<file path="src/rtl/raster_pkg.sv">
package raster_pkg;

  // Width of the reported active-width field.
  localparam int unsigned RES_W = 16;

  // Registered display-side timing flags.
  typedef struct packed {
    logic hsync;
    logic vsync;
    logic h_act;
    logic v_act;
    logic de;
    logic fend;
  } raster_out_t;

endpackage

</file>
<file path="src/rtl/raster_counter.sv">
// One horizontal/vertical position pair with a start qualifier.
module raster_counter #(
  parameter int unsigned H_TOTAL = 2200,
  parameter int unsigned V_TOTAL = 1125,
  localparam int unsigned HW = $clog2(H_TOTAL),
  localparam int unsigned VW = $clog2(V_TOTAL)
) (
  input  logic          clk,
  input  logic          rst_n,
  input  logic          enable,
  input  logic          start,
  output logic          live,
  output logic [HW-1:0] hcnt,
  output logic [VW-1:0] vcnt
);

  localparam logic [HW-1:0] H_LAST = HW'(H_TOTAL - 1);
  localparam logic [VW-1:0] V_LAST = VW'(V_TOTAL - 1);

  logic          run_q, run_d;
  logic [HW-1:0] h_q, h_d;
  logic [VW-1:0] v_q, v_d;
  logic          line_end;
  logic          upd;

  assign live     = enable & (run_q | start);
  assign line_end = (h_q == H_LAST);
  // Clock enable: registers change only while running or when clearing.
  assign upd      = live | ~enable;

  always_comb begin
    run_d = run_q;
    h_d   = h_q;
    v_d   = v_q;
    if (!enable) begin
      run_d = 1'b0;
      h_d   = '0;
      v_d   = '0;
    end else if (live) begin
      run_d = 1'b1;
      if (line_end) begin
        h_d = '0;
        v_d = (v_q == V_LAST) ? '0 : v_q + 1'b1;
      end else begin
        h_d = h_q + 1'b1;
      end
    end
  end

  always_ff @(posedge clk or negedge rst_n) begin
    if (!rst_n) begin
      run_q <= 1'b0;
      h_q   <= '0;
      v_q   <= '0;
    end else if (upd) begin
      run_q <= run_d;
      h_q   <= h_d;
      v_q   <= v_d;
    end
  end

  assign hcnt = h_q;
  assign vcnt = v_q;

  assert_hrange_R2: assert property (@(posedge clk) disable iff (!rst_n)
    32'(h_q) < H_TOTAL);

  assert_vhold_R3: assert property (@(posedge clk) disable iff (!rst_n)
    (live && !line_end) |=> $stable(v_q));

  assert_vstep_R3: assert property (@(posedge clk) disable iff (!rst_n)
    (live && line_end && (v_q != V_LAST)) |=> (v_q == $past(v_q) + 1'b1));

  assert_clear_R10: assert property (@(posedge clk) disable iff (!rst_n)
    !enable |=> (h_q == '0 && v_q == '0 && !run_q));

endmodule

</file>
<file path="src/rtl/fetch_trigger.sv">
// Early read trigger decoded from the free-running pair.
module fetch_trigger #(
  parameter int unsigned H_TOTAL  = 2200,
  parameter int unsigned V_TOTAL  = 1125,
  parameter int unsigned V_ACT    = 1080,
  parameter int unsigned LEAD     = 64,
  localparam int unsigned HW = $clog2(H_TOTAL),
  localparam int unsigned VW = $clog2(V_TOTAL)
) (
  input  logic          clk,
  input  logic          rst_n,
  input  logic          live,
  input  logic [HW-1:0] hcnt,
  input  logic [VW-1:0] vcnt,
  output logic          trig
);

  localparam logic [HW-1:0] H_FIRE = HW'(H_TOTAL - LEAD);
  localparam logic [VW-1:0] V_LAST = VW'(V_TOTAL - 1);
  localparam logic [VW-1:0] V_ACTL = VW'(V_ACT);

  logic [VW-1:0] v_next;
  logic          trig_d, trig_q;

  always_comb begin
    v_next = (vcnt == V_LAST) ? '0 : vcnt + 1'b1;
    trig_d = live && (hcnt == H_FIRE) && (v_next < V_ACTL);
  end

  always_ff @(posedge clk or negedge rst_n) begin
    if (!rst_n) trig_q <= 1'b0;
    else        trig_q <= trig_d;
  end

  assign trig = trig_q;

  assert_trig_pulse_R4: assert property (@(posedge clk) disable iff (!rst_n)
    trig_q |=> !trig_q);

endmodule

</file>
<file path="src/rtl/timing_decode.sv">
// Registered window and sync decode for the display pair.
module timing_decode
  import raster_pkg::*;
#(
  parameter int unsigned H_ACT     = 1920,
  parameter int unsigned H_FP      = 88,
  parameter int unsigned H_SYNC    = 44,
  parameter int unsigned H_BP      = 148,
  parameter int unsigned V_ACT     = 1080,
  parameter int unsigned V_FP      = 4,
  parameter int unsigned V_SYNC    = 5,
  parameter int unsigned V_BP      = 36,
  parameter int unsigned SYNC_HIGH = 1,
  localparam int unsigned H_TOTAL = H_ACT + H_FP + H_SYNC + H_BP,
  localparam int unsigned V_TOTAL = V_ACT + V_FP + V_SYNC + V_BP,
  localparam int unsigned HW = $clog2(H_TOTAL),
  localparam int unsigned VW = $clog2(V_TOTAL)
) (
  input  logic          clk,
  input  logic          rst_n,
  input  logic          live,
  input  logic [HW-1:0] hcnt,
  input  logic [VW-1:0] vcnt,
  output raster_out_t   flags
);

  localparam logic SYNC_ON = (SYNC_HIGH != 0);
  localparam logic [HW-1:0] H_ACT_L = HW'(H_ACT);
  localparam logic [HW-1:0] H_SB    = HW'(H_ACT + H_FP);
  localparam logic [HW-1:0] H_SE    = HW'(H_ACT + H_FP + H_SYNC);
  localparam logic [HW-1:0] H_LAST  = HW'(H_TOTAL - 1);
  localparam logic [VW-1:0] V_ACT_L = VW'(V_ACT);
  localparam logic [VW-1:0] V_SB    = VW'(V_ACT + V_FP);
  localparam logic [VW-1:0] V_SE    = VW'(V_ACT + V_FP + V_SYNC);
  localparam logic [VW-1:0] V_LAST  = VW'(V_TOTAL - 1);

  localparam raster_out_t IDLE = '{hsync: ~SYNC_ON, vsync: ~SYNC_ON,
                                   h_act: 1'b0, v_act: 1'b0, de: 1'b0, fend: 1'b0};

  raster_out_t flags_d, flags_q;
  logic        hs_win, vs_win;

  always_comb begin
    hs_win  = (hcnt >= H_SB) && (hcnt < H_SE);
    vs_win  = (vcnt >= V_SB) && (vcnt < V_SE);
    flags_d = IDLE;
    if (live) begin
      flags_d.h_act = (hcnt < H_ACT_L);
      flags_d.v_act = (vcnt < V_ACT_L);
      flags_d.hsync = hs_win ? SYNC_ON : ~SYNC_ON;
      flags_d.vsync = vs_win ? SYNC_ON : ~SYNC_ON;
      flags_d.de    = flags_d.h_act & flags_d.v_act;
      flags_d.fend  = (hcnt == H_LAST) && (vcnt == V_LAST);
    end
  end

  always_ff @(posedge clk or negedge rst_n) begin
    if (!rst_n) flags_q <= IDLE;
    else        flags_q <= flags_d;
  end

  assign flags = flags_q;

  assert_de_and_R8: assert property (@(posedge clk) disable iff (!rst_n)
    flags_q.de == (flags_q.h_act && flags_q.v_act));

  assert_fend_pulse_R9: assert property (@(posedge clk) disable iff (!rst_n)
    flags_q.fend |=> !flags_q.fend);

endmodule

</file>
<file path="src/rtl/raster_timing_ctrl.sv">
// Dual-pair raster timing controller (top).
module raster_timing_ctrl
  import raster_pkg::*;
#(
  parameter int unsigned H_ACT     = 1920,
  parameter int unsigned H_FP      = 88,
  parameter int unsigned H_SYNC    = 44,
  parameter int unsigned H_BP      = 148,
  parameter int unsigned V_ACT     = 1080,
  parameter int unsigned V_FP      = 4,
  parameter int unsigned V_SYNC    = 5,
  parameter int unsigned V_BP      = 36,
  parameter int unsigned TRIG_LEAD = 64,
  parameter int unsigned SYNC_HIGH = 1
) (
  input  logic             clk,
  input  logic             rst_n,
  input  logic             enable,
  input  logic             ext_sync_en,
  input  logic             ext_sync_ref,
  output logic             hsync,
  output logic             vsync,
  output logic             h_active,
  output logic             v_active,
  output logic             data_en,
  output logic             frame_end,
  output logic             fetch_trig,
  output logic [RES_W-1:0] h_res
);

  localparam int unsigned H_TOTAL = H_ACT + H_FP + H_SYNC + H_BP;
  localparam int unsigned V_TOTAL = V_ACT + V_FP + V_SYNC + V_BP;
  localparam int unsigned HW      = $clog2(H_TOTAL);
  localparam int unsigned VW      = $clog2(V_TOTAL);
  localparam int unsigned NPAIR   = 2;   // 0: fetch pair, 1: display pair

  // Reset: asserted asynchronously, released on the clock.
  logic rst_meta, rst_sync_n;
  always_ff @(posedge clk or negedge rst_n) begin
    if (!rst_n) begin
      rst_meta   <= 1'b0;
      rst_sync_n <= 1'b0;
    end else begin
      rst_meta   <= 1'b1;
      rst_sync_n <= rst_meta;
    end
  end

  logic [NPAIR-1:0] start_v;
  logic [NPAIR-1:0] live_v;
  logic [HW-1:0]    h_v [NPAIR];
  logic [VW-1:0]    v_v [NPAIR];

  assign start_v[0] = 1'b1;
  assign start_v[1] = ext_sync_en ? ext_sync_ref : 1'b1;

  for (genvar g = 0; g < NPAIR; g++) begin : g_pair
    raster_counter #(
      .H_TOTAL (H_TOTAL),
      .V_TOTAL (V_TOTAL)
    ) u_cnt (
      .clk    (clk),
      .rst_n  (rst_sync_n),
      .enable (enable),
      .start  (start_v[g]),
      .live   (live_v[g]),
      .hcnt   (h_v[g]),
      .vcnt   (v_v[g])
    );
  end

  fetch_trigger #(
    .H_TOTAL (H_TOTAL),
    .V_TOTAL (V_TOTAL),
    .V_ACT   (V_ACT),
    .LEAD    (TRIG_LEAD)
  ) u_trig (
    .clk   (clk),
    .rst_n (rst_sync_n),
    .live  (live_v[0]),
    .hcnt  (h_v[0]),
    .vcnt  (v_v[0]),
    .trig  (fetch_trig)
  );

  raster_out_t disp;

  timing_decode #(
    .H_ACT (H_ACT), .H_FP (H_FP), .H_SYNC (H_SYNC), .H_BP (H_BP),
    .V_ACT (V_ACT), .V_FP (V_FP), .V_SYNC (V_SYNC), .V_BP (V_BP),
    .SYNC_HIGH (SYNC_HIGH)
  ) u_dec (
    .clk   (clk),
    .rst_n (rst_sync_n),
    .live  (live_v[1]),
    .hcnt  (h_v[1]),
    .vcnt  (v_v[1]),
    .flags (disp)
  );

  assign hsync     = disp.hsync;
  assign vsync     = disp.vsync;
  assign h_active  = disp.h_act;
  assign v_active  = disp.v_act;
  assign data_en   = disp.de;
  assign frame_end = disp.fend;
  assign h_res     = RES_W'(H_ACT);

  assert_lockstep_R5: assert property (@(posedge clk) disable iff (!rst_sync_n)
    ($rose(enable) && !ext_sync_en) |=> (h_v[0] == h_v[1] && v_v[0] == v_v[1]));

  assert_wait_R6: assert property (@(posedge clk) disable iff (!rst_sync_n)
    (ext_sync_en && enable && !live_v[1]) |=> (h_v[1] == '0 && v_v[1] == '0));

endmodule

</file>
<file path="config.mk">
export PLATFORM = sky130hd
export DESIGN_NAME = raster_timing_ctrl
export DESIGN_NICKNAME = d
export VERILOG_FILES = /design/src/rtl/raster_pkg.sv /design/src/rtl/raster_counter.sv /design/src/rtl/fetch_trigger.sv /design/src/rtl/timing_decode.sv /design/src/rtl/raster_timing_ctrl.sv
export SDC_FILE = /design/constraint.sdc
export NUM_CORES = 1
export LEC_CHECK = 0
export BUFFER_PORTS_ARGS = -buffer_cell sky130_fd_sc_hd__buf_4
export CAP_MARGIN = 0
export CORE_ASPECT_RATIO = 0.9
export CORE_MARGIN = 3
export CORE_UTILIZATION = 30
export DETAILED_ROUTE_END_ITERATION = 12
export GPL_ROUTABILITY_DRIVEN = 0
export PLACE_DENSITY_LB_ADDON = 0.08
export SETUP_SLACK_MARGIN = 0.1
export SYNTH_ARGS = -nofsm -noshare
export SYNTH_HDL_FRONTEND = slang
export SYNTH_SLANG_ARGS = --single-unit
</file>
<file path="constraint.sdc">
create_clock -name clk -period 3.3 [get_ports clk]
set_input_delay 0.165 -clock clk [delete_from_list [all_inputs] [get_ports clk]]
set_output_delay 0.165 -clock clk [all_outputs]
set_load 0.05 [all_outputs]
</file>
# ---- After elaboration in Yosys (flattened, before gate mapping)
# Index checks and enable logic that the tools add are counted.
dict set report word_totals {
  input_bits 5
  word_cells 63
  output_inout_bits 23
  register_bits 56
}
dict set report classes {
  n_lt_le_gt_ge 7
  eq_ne 8
  reduce_logical 7
  addsub 4
  bitwise_logic 5
  muxes 18
}
# cell n
set op_table {}
lappend op_table {{11-bit 2-to-1 mux} 7}
lappend op_table {{12-bit 2-to-1 mux} 5}
lappend op_table {{12-bit == test, second input constant} 3}
lappend op_table {{11-bit less-than comparator, second input constant} 3}
lappend op_table {{12-bit by 1-bit adder with 12-bit output, second input constant} 2}
lappend op_table {{11-bit by 1-bit adder with 11-bit output, second input constant} 2}
lappend op_table {{11-bit == test, second input constant} 2}
lappend op_table {{12-bit by 11-bit >= comparator with 1-bit output, second input constant} 1}
lappend op_table {{12-bit by 11-bit less-than comparator with 1-bit output, second input constant} 1}
lappend op_table {{12-bit less-than comparator, second input constant} 1}
lappend op_table {{11-bit >= comparator, second input constant} 1}
lappend op_table {{6-bit 2-to-1 mux} 1}
lappend op_table {{2-bit by 1-bit != test with 1-bit output, second input constant} 3}
lappend op_table {{1-bit logical AND} 5}
lappend op_table {{1-bit 2-to-1 mux} 5}
lappend op_table {{3-bit AND reduction} 1}
lappend op_table {{1-bit AND} 2}
lappend op_table {{1-bit bitwise OR} 2}
lappend op_table {{2-bit AND reduction} 1}
lappend op_table {{1-bit NOT} 1}

# ---- Logic depth before layout (Yosys ltp)
# Gate-level depths: netlist of the first run.
dict set report depth {
  ltp_word 5
  ltp_mapped 9
  mapped_depth_nobuf 8
}

# ---- Modules after synthesis
# From an unflattened synthesis of the first run, not the netlist that was laid out.
dict set report unflattened {
  cells_unflattened 365
  area_unflattened_um2 3512.1
}
# mod area_per_inst_um2 seq_area_each_um2 instances cells_per_inst
set by_module_without_submodules {}
lappend by_module_without_submodules {{raster_counter (g_pair[0].u_cnt)} 1462.7 600.6 1 157}
lappend by_module_without_submodules {{raster_counter (g_pair[1].u_cnt)} 1387.6 600.6 1 136}
lappend by_module_without_submodules {timing_decode 322.8 150.1 1 33}
lappend by_module_without_submodules {raster_timing_ctrl 183.9 50.0 1 21}
lappend by_module_without_submodules {fetch_trigger 155.1 25.0 1 18}

# ---- Worst setup path after synthesis of the first run
# No wires, ideal clock.
dict set report synth_path {
  path_type {reg2reg}
  startpoint {reg g_pair[1].u_cnt.h_q[8]}
  endpoint {reg g_pair[1].u_cnt.v_q[7]}
  setup_slack_ns 1.121
  n_path_buf 2
  arrival_ns 2.075
  synth_period_minus_slack_ns 2.179
  stages_incl_launch_ff 8
  t_required_ns 3.196
  setup_time_ns 0.104
  cell_sequence {dfrtp_1 buf_6 or4b_4 o31ai_4 nand2_4 or2_1 buf_6 o41ai_2}
}
dict set report synth_between {
  elab_chain_cells 3
}
# element line
set synth_lines {}
lappend synth_lines {{start: declaration} raster_counter.sv:21} ;# logic [HW-1:0] h_q, h_d;
lappend synth_lines {{start signal: assignment} raster_counter.sv:53} ;# h_q <= '0;
lappend synth_lines {{start signal: assignment} raster_counter.sv:57} ;# h_q <= h_d;
lappend synth_lines {{12-bit == test} raster_counter.sv:27} ;# assign line_end = (h_q == H_LAST);
lappend synth_lines {{2-bit by 1-bit != test with 1-bit output (no source line)} n/a}
lappend synth_lines {{3-bit AND reduction (no source line)} n/a}
lappend synth_lines {{end signal: assignment} raster_counter.sv:58} ;# v_q <= v_d;
lappend synth_lines {{end: declaration} raster_counter.sv:22} ;# logic [VW-1:0] v_q, v_d;
# No other way between the ends.
# A chain may end at the register's enable or synchronous reset.

# ---- Worst setup path in the final report of the first run
dict set report layout_path {
  startpoint {reg g_pair[1].u_cnt.h_q[9]}
  endpoint {reg g_pair[1].u_cnt.v_q[3]}
}
# Same word-level chain as after synthesis.

==> results of run 1 <==
-- worst paths after layout --
| check | slack [ns] | start | endpoint | cells after the start |
|---|---|---|---|---|
| setup / recovery | 0.88 | g_pair[1].u_cnt.hcnt[9]$_DFFE_PN0P_ | g_pair[1].u_cnt.vcnt[3]$_DFFE_PN0P_ | 6 |
| hold / removal | 0.20 | rst_n | rst_meta$_DFF_PN0_ | 2 |
| setup reg to reg | 0.88 | g_pair[1].u_cnt.hcnt[9]$_DFFE_PN0P_ | g_pair[1].u_cnt.vcnt[3]$_DFFE_PN0P_ | 6 |
| hold reg to reg | 0.35 | rst_meta$_DFF_PN0_ | rst_sync_n$_DFF_PN0_ | 0 |
| max in group asynchronous | 2.13 | rst_sync_n$_DFF_PN0_ | g_pair[1].u_cnt.hcnt[4]$_DFFE_PN0P_ | 1 |
| min in group clk | 0.21 | ext_sync_ref | g_pair[1].u_cnt.hcnt[1]$_DFFE_PN0P_ | 4 |
-- sequential cells by signal, summed over array words and instances, names as in the netlist --
signal,flops
rst_sync_n,1
rst_meta,1
g_pair.u_cnt.vcnt,22
u_dec.flags,6
u_trig.trig,1
g_pair.u_cnt.run_q,1
g_pair.u_cnt.hcnt,24
-- per-layer routing --
layer	track usage, %	part of all wire [%]	vias to the layer above
li1	-	-	1222
met1	18.8	52	1112
met2	17.7	43	44
met3	2.28	3.5	4
met4	3.05	0.93	0
met5	0	0	-
-- power by group through the flow --
| stage | Clock [mW] | Combinational [mW] | Sequential, mW |
|---|---|---|---|
| after floorplan | 0 | 0.103 | 0.745 |
| after global placement | 0 | 0.125 | 0.743 |
| after detailed placement | 0 | 0.125 | 0.742 |
| after CTS | 0.566 | 0.126 | 0.729 |
| after global routing | 0.589 | 0.139 | 0.733 |
| final | 0.537 | 0.124 | 0.728 |
-- area by class of cell --
class                           count  area [um2]  area share [%]
Tap cell                          129         161            4.64
Timing Repair Buffer               14         108            3.09
Inverter                           14        52.6            1.51
Multi-Input combinational cell    274        1610            46.2
Clock buffer                        8         146            4.21
Sequential cell                    56        1400            40.3
-- critical path, stage by stage (launching register included) --
cell and delay [ns]:
dfrtp_1 0.44, or4b_4 0.55, o31ai_4 0.45, and2_0 0.50, o21ai_0 0.19, nand2_1 0.09, o21ai_0 0.07
-- cell usage in the layout (no fill, tap or decap), types with 3 or more instances in the layout --
master,synthesis,routed
a21oi_1,7,7
and2_1,8,8
and3_1,5,5
buf_4,16,13
clkbuf_16,0,5
conb_1,2,17
dfrtp_1,56,55
ha_1,8,8
inv_1,14,14
mux2i_1,5,5
nand2_1,43,43
nand2b_1,5,5
nand3_1,22,22
nand4_1,8,8
nor2_1,38,38
nor2b_1,3,3
nor3_1,10,10
nor4_1,5,5
o21ai_0,28,28
o31ai_1,9,9
or3_1,4,4
xnor2_1,9,9
xor2_1,8,8
-- cells in the mapped netlist (2+ instances only) --
cell type and n:
ha_1 8, nand2b_1 5, a21o_1 2, xnor2_1 9
or3_1 4, o41ai_1 2, nand3_1 22, buf_6 2
dfrtp_1 56, nand2_1 43, and3_1 5, nor4_1 5
mux2i_1 5, buf_4 16, o41ai_2 2, nor2b_1 3
o21ai_0 28, and2_1 8, a21oi_1 7, conb_1 2
xor2_1 8, clkbuf_1 9, o31ai_1 9, nand4_1 8
nor2_1 38, nor3_1 10, inv_1 14
-- cell families after synthesis --
group / after synthesis / synth area share, %
fa+ha+maj: 8 / 3.14
xor+xnor: 17 / 4.67
buf+inv: 42 / 7.34
compound gates: 63 / 13.3
simple gates: 164 / 25.8
other cells: 2 / 0.236
mux: 5 / 1.57
flops: 56 / 44.0
-- stage by stage --
step | instance area, um2 | cells | setup WS, ns | utilization (%)
final | 3480 | 495 | 0.884 | 33.8
after detailed placement | 3320 | 486 | 0.870 | 32.3
after global placement | 3320 | 486 | 0.872 | 32.3
after CTS | 3480 | 495 | 0.858 | 33.8
after global routing | 3480 | 495 | 0.587 | 33.8
after floorplan | 3240 | 372 | 1.12 | -
-- timing repair --
action                                 CTS  global route
setup endpoints to repair                0             0
hold buffers                             1             0
endpoints found under the hold margin    2             0
==> metrics.cfg, run 1 <==
[outcome]
status=completed

[sta]
maxSlewHeadroom_pct=39.2
finClkSkew_ns=0.00549
worstMarginPinSlew_ns=0.911
final_max_slew_viol_count=0
rsz0062_at_grt=false
whs_ns=0.198
period_share_pct=73.2
finalSetupViolations=0
fin_tns_setup_ns=0
hold_violations=0
max_freq_mhz=414
finalCriticalPeriod_ns=2.42

[finish]
nets=378
antennaDiodeCount=0
drive_gt1_share_pct=7.92
area_growth_syn_to_layout_pct=9.15
n_fill_cell=1045

[global_route]
overflow=0
grt_use_total_pct=12.3
grt_max_degree=42
grt_pass1_vias=2322
grt_pass1_wl_um=12000
antenna_found_initial=0

[floorplanning]
coreArea_um2=10300
dieWidth_um=115
chipHeight_um=104
ios=28
fp.dieArea_um2=11900
start_util_pct=31.0
rows=35

[power]
p_sw_share_pct=25.5
p_seq_share_pct=52.4
power_frac_clock_pct=38.7
p_leak_nw=1.46
pwr_density_cell_nw_per_um2=400
p_int_mw=1.04
switchingPower_mw=0.354
total_power_mw=1.39
combPwrFrac_pct=8.9
vdd_drop_max_mv=0.213

[yosys]
yosys.area.top_type=dfrtp_1
synthTopCellsByArea=dfrtp_1 44%, nand2_1 5.1%, nor2_1 4.5%
synth_area_um2=3190
async_flop_share_pct=100
ys_seq_area_share_pct=44.0
yosys_warnings=0
synth_cell_type_count=54
synth_ff_type=dfrtp_1
synth_edf_count=0
syn_inst=357
syn_avg_cell_area_um2=8.92
synth-seq-cells=56
synth_top_area_share_pct=44.0

[worst_setup_path]
cp.required_ns=3.46
crit_path_end_kind=register
startpoint_type=register
cp_data_arrival_time_ns=2.57
worst-setup-path-type=register to register
crit_fanout=10

[placed_design]
dpl.hpwl_um=4890
numPortBuffers=11

[detailed_routing]
postRouteAntennaNets=0
totalWireLength_um=6780
via_count=2382
drt_iter0_drc=70
first_pass_iters=4
post_drt_wl_per_cell_um=13.7
viasPerCell=4.81
drc=0

[flow_run]
cap_viol_max_count=0

[clocking]
cts.clk_slew.worst_paths_ns=0.07
cts_resized=0
clkSinkCount=56
clk_path_buf_depth=2
post_cts_buffers=0
clkLatencyLatePin_ns=0.29
cts_tree=built
cts_max_level=2
cts-root-buf=clkbuf_16
cts_buffers=5

[hold_path]
hold_path_class=input pin to async pin

(Power assumes the default switching activity.)
==> inputs of run 2 (changes only) <==
- clock period: 3.3 -> 2.2 ns (I/O delays scaled with it)
==> run 2 against run 1 <==
Compared with the run above:
- worst hold slack worse by 0.072 ns
- setup slack got worse by 0.75 ns
- power is 62% higher
- critical path type unchanged
- sequential share of layout area decreased by 3.0 points
- global-route usage increased by 0.48 points
==> metrics.cfg, run 2 (synthesized netlist as in run 1, its figures left out) <==
[floorplanning]
fp.dieArea_um2=11900  ; unchanged
rows=35  ; unchanged
ios=28  ; unchanged
dieWidth_um=115  ; unchanged
start_util_pct=31.0  ; unchanged
chipHeight_um=104  ; unchanged
coreArea_um2=10300  ; unchanged

[clocking]
cts_max_level=2  ; unchanged
clk_path_buf_depth=2  ; unchanged
cts_buffers=5  ; unchanged
clkLatencyLatePin_ns=0.29  ; about the same
cts-root-buf=clkbuf_16
cts_tree=built
cts.clk_slew.worst_paths_ns=0.07  ; about the same
clkSinkCount=56  ; unchanged

[worst_setup_path]
crit_fanout=5  ; -5
ff2ff_path_depth=5  ; -1
cp.required_ns=2.38  ; -1.08 ns
endpoint=u_trig.trig$_DFF_PN0_
cp_data_arrival_time_ns=2.24  ; -0.33 ns
rrSetupSlack_ns=0.14  ; -0.75 ns
startpoint_type=register
worst-setup-path-type=register to register
crit_path_end_kind=register
crit_start=g_pair[0].u_cnt.vcnt[7]$_DFFE_PN0P_
r2r_end=u_trig.trig$_DFF_PN0_
r2r_start=g_pair[0].u_cnt.vcnt[7]$_DFFE_PN0P_

[finish]
n_fill_cell=1057  ; +1.1%
drive_gt1_share_pct=16.6  ; +8.7 points
nets=404  ; +6.9%
largest_reg_flops=24  ; unchanged
final_area_um2=3760  ; +8.2%
antennaDiodeCount=0  ; unchanged
mostFrequentLayoutCell=dfrtp_1
regArea_um2=1410  ; +0.18%
multi_input_area_um2=1640  ; +2.3%
final_cells=521  ; +5.3%
mostFrequentLayoutCells=53 x dfrtp_1, 43 x nand2_1, 38 x nor2_1, 36 x buf_4, 27 x o21ai_0
area_growth_syn_to_layout_pct=18.1

[sta]
period_share_pct=93.8  ; +21 points
rsz0062_at_grt=true
hold_violations=0  ; unchanged
finalCriticalPeriod_ns=2.06  ; -0.353 ns
fin_tns_setup_ns=0  ; unchanged
final_max_slew_viol_count=0  ; unchanged
max_freq_mhz=485  ; +17%
whs_ns=0.125  ; -0.0725 ns
finClkSkew_ns=0.00672  ; +0.00123 ns
finalSetupViolations=0  ; unchanged

[power]
pwr_density_cell_nw_per_um2=598  ; +50%
p_leak_nw=1.62  ; +11%
vdd_drop_max_mv=0.288  ; +35%

[global_route]
antenna_found_initial=0  ; unchanged
grt_use_met3_pct=2.45  ; +0.18 points
grt_pass1_vias=2509  ; +8.1%
overflow=0  ; unchanged
grt_max_degree=36  ; -14%
grt_pass1_wl_um=12500  ; +3.8%
grt_use_total_pct=12.8  ; +0.48 points
grt.busiest_layer=met2
grt_use_met2_pct=19.7  ; +2.0 points
met1_usage_pct=18.4  ; -0.44 points

[placed_design]
dpl.hpwl_um=5220  ; +6.7%
numPortBuffers=11  ; unchanged
placed_cell_area_um2=3510  ; +5.8%
place_inst=510  ; +4.9%

[detailed_routing]
post_drt_wl_per_cell_um=13.9  ; +1.6%
postRouteAntennaNets=0  ; unchanged
totalWireLength_um=7250  ; +7.0%
via_count=2520  ; +5.8%
drc=0  ; unchanged
first_pass_iters=4  ; unchanged
viasPerCell=4.84  ; +0.51%
drt_iter0_drc=115  ; +64%

[outcome]
status=completed

[flow_run]
cap_viol_max_count=0  ; unchanged

[hold_path]
hold_path_class=input pin to async pin

==> run 2: cell types whose count changed in the layout (fill, tap and decap cells not counted), sizes merged <==
| cell | before | now |
|---|---|---|
| buf | 13 | 39 |
| clkbuf | 8 | 6 |
| bufinv | 0 | 1 |
| clkinv | 0 | 1 |
==> run 2: worst min-delay path by stage <==
stage | from | endpoint | slack (ns) | cells after the start
floorplan | rst_n | rst_meta$_DFF_PN0_ | -0.19 | 0
global placement | rst_n | rst_meta$_DFF_PN0_ | -0.11 | 1
detailed placement | rst_n | rst_meta$_DFF_PN0_ | -0.10 | 1
CTS | rst_n | rst_sync_n$_DFF_PN0_ | 0.11 | 2
global route | rst_n | rst_sync_n$_DFF_PN0_ | 0.12 | 2
finish | rst_n | rst_sync_n$_DFF_PN0_ | 0.13 | 2
==> run 2: worst max-delay path: stages, from the launching register on <==
cell and delay, ns:
dfrtp_1 0.42, or4_1 0.59, nor4_4 0.24, a221o_1 0.18, o311ai_1 0.12, a2111oi_1 0.40
==> run 2: final cells by class <==
cell class | count | area share (%)
clock buffers | 6 | 3.69
clock inverters | 2 | 1.03
inverters | 14 | 1.40
multi-input cells | 274 | 43.7
flip-flops and latches | 56 | 37.3
well taps | 129 | 4.29
repair buffers | 40 | 8.58
==> run 2: repair_timing <==
action / CTS / global route
pin swaps: 0 / 2
hold buffers: 1 / 0
setup buffers: 0 / 2
endpoints found under the hold margin: 2 / 0
gates resized for setup: 1 / 14
endpoints found under the setup margin: 1 / 17
cloned: 0 / 0
==> run 2: metal layers <==
layer | routed length [um] | share of wire, % | up-vias
met2 | 3280 | 45 | 36
met5 | 0 | 0 | -
met3 | 187 | 2.6 | 4
li1 | - | - | 1273
met4 | 53 | 0.73 | 0
met1 | 3740 | 52 | 1207
==> run 2: per-stage QoR <==
stage                     setup slack (ns)  util, %  power, mW
final                                0.137     36.6       2.25
after global routing                0.0108     36.6       2.35
after CTS                            0.104     36.0       2.29
after detailed placement            0.0549     34.1       1.31
after global placement               0.131     34.1       1.31
after floorplan                      0.110        -       1.27
==> run 2: report_power, final <==
group          switching (mW)  total, mW  internal (mW)
Clock                   0.385      0.956          0.572
Combinational           0.153      0.212         0.0592
Sequential             0.0295       1.08           1.05
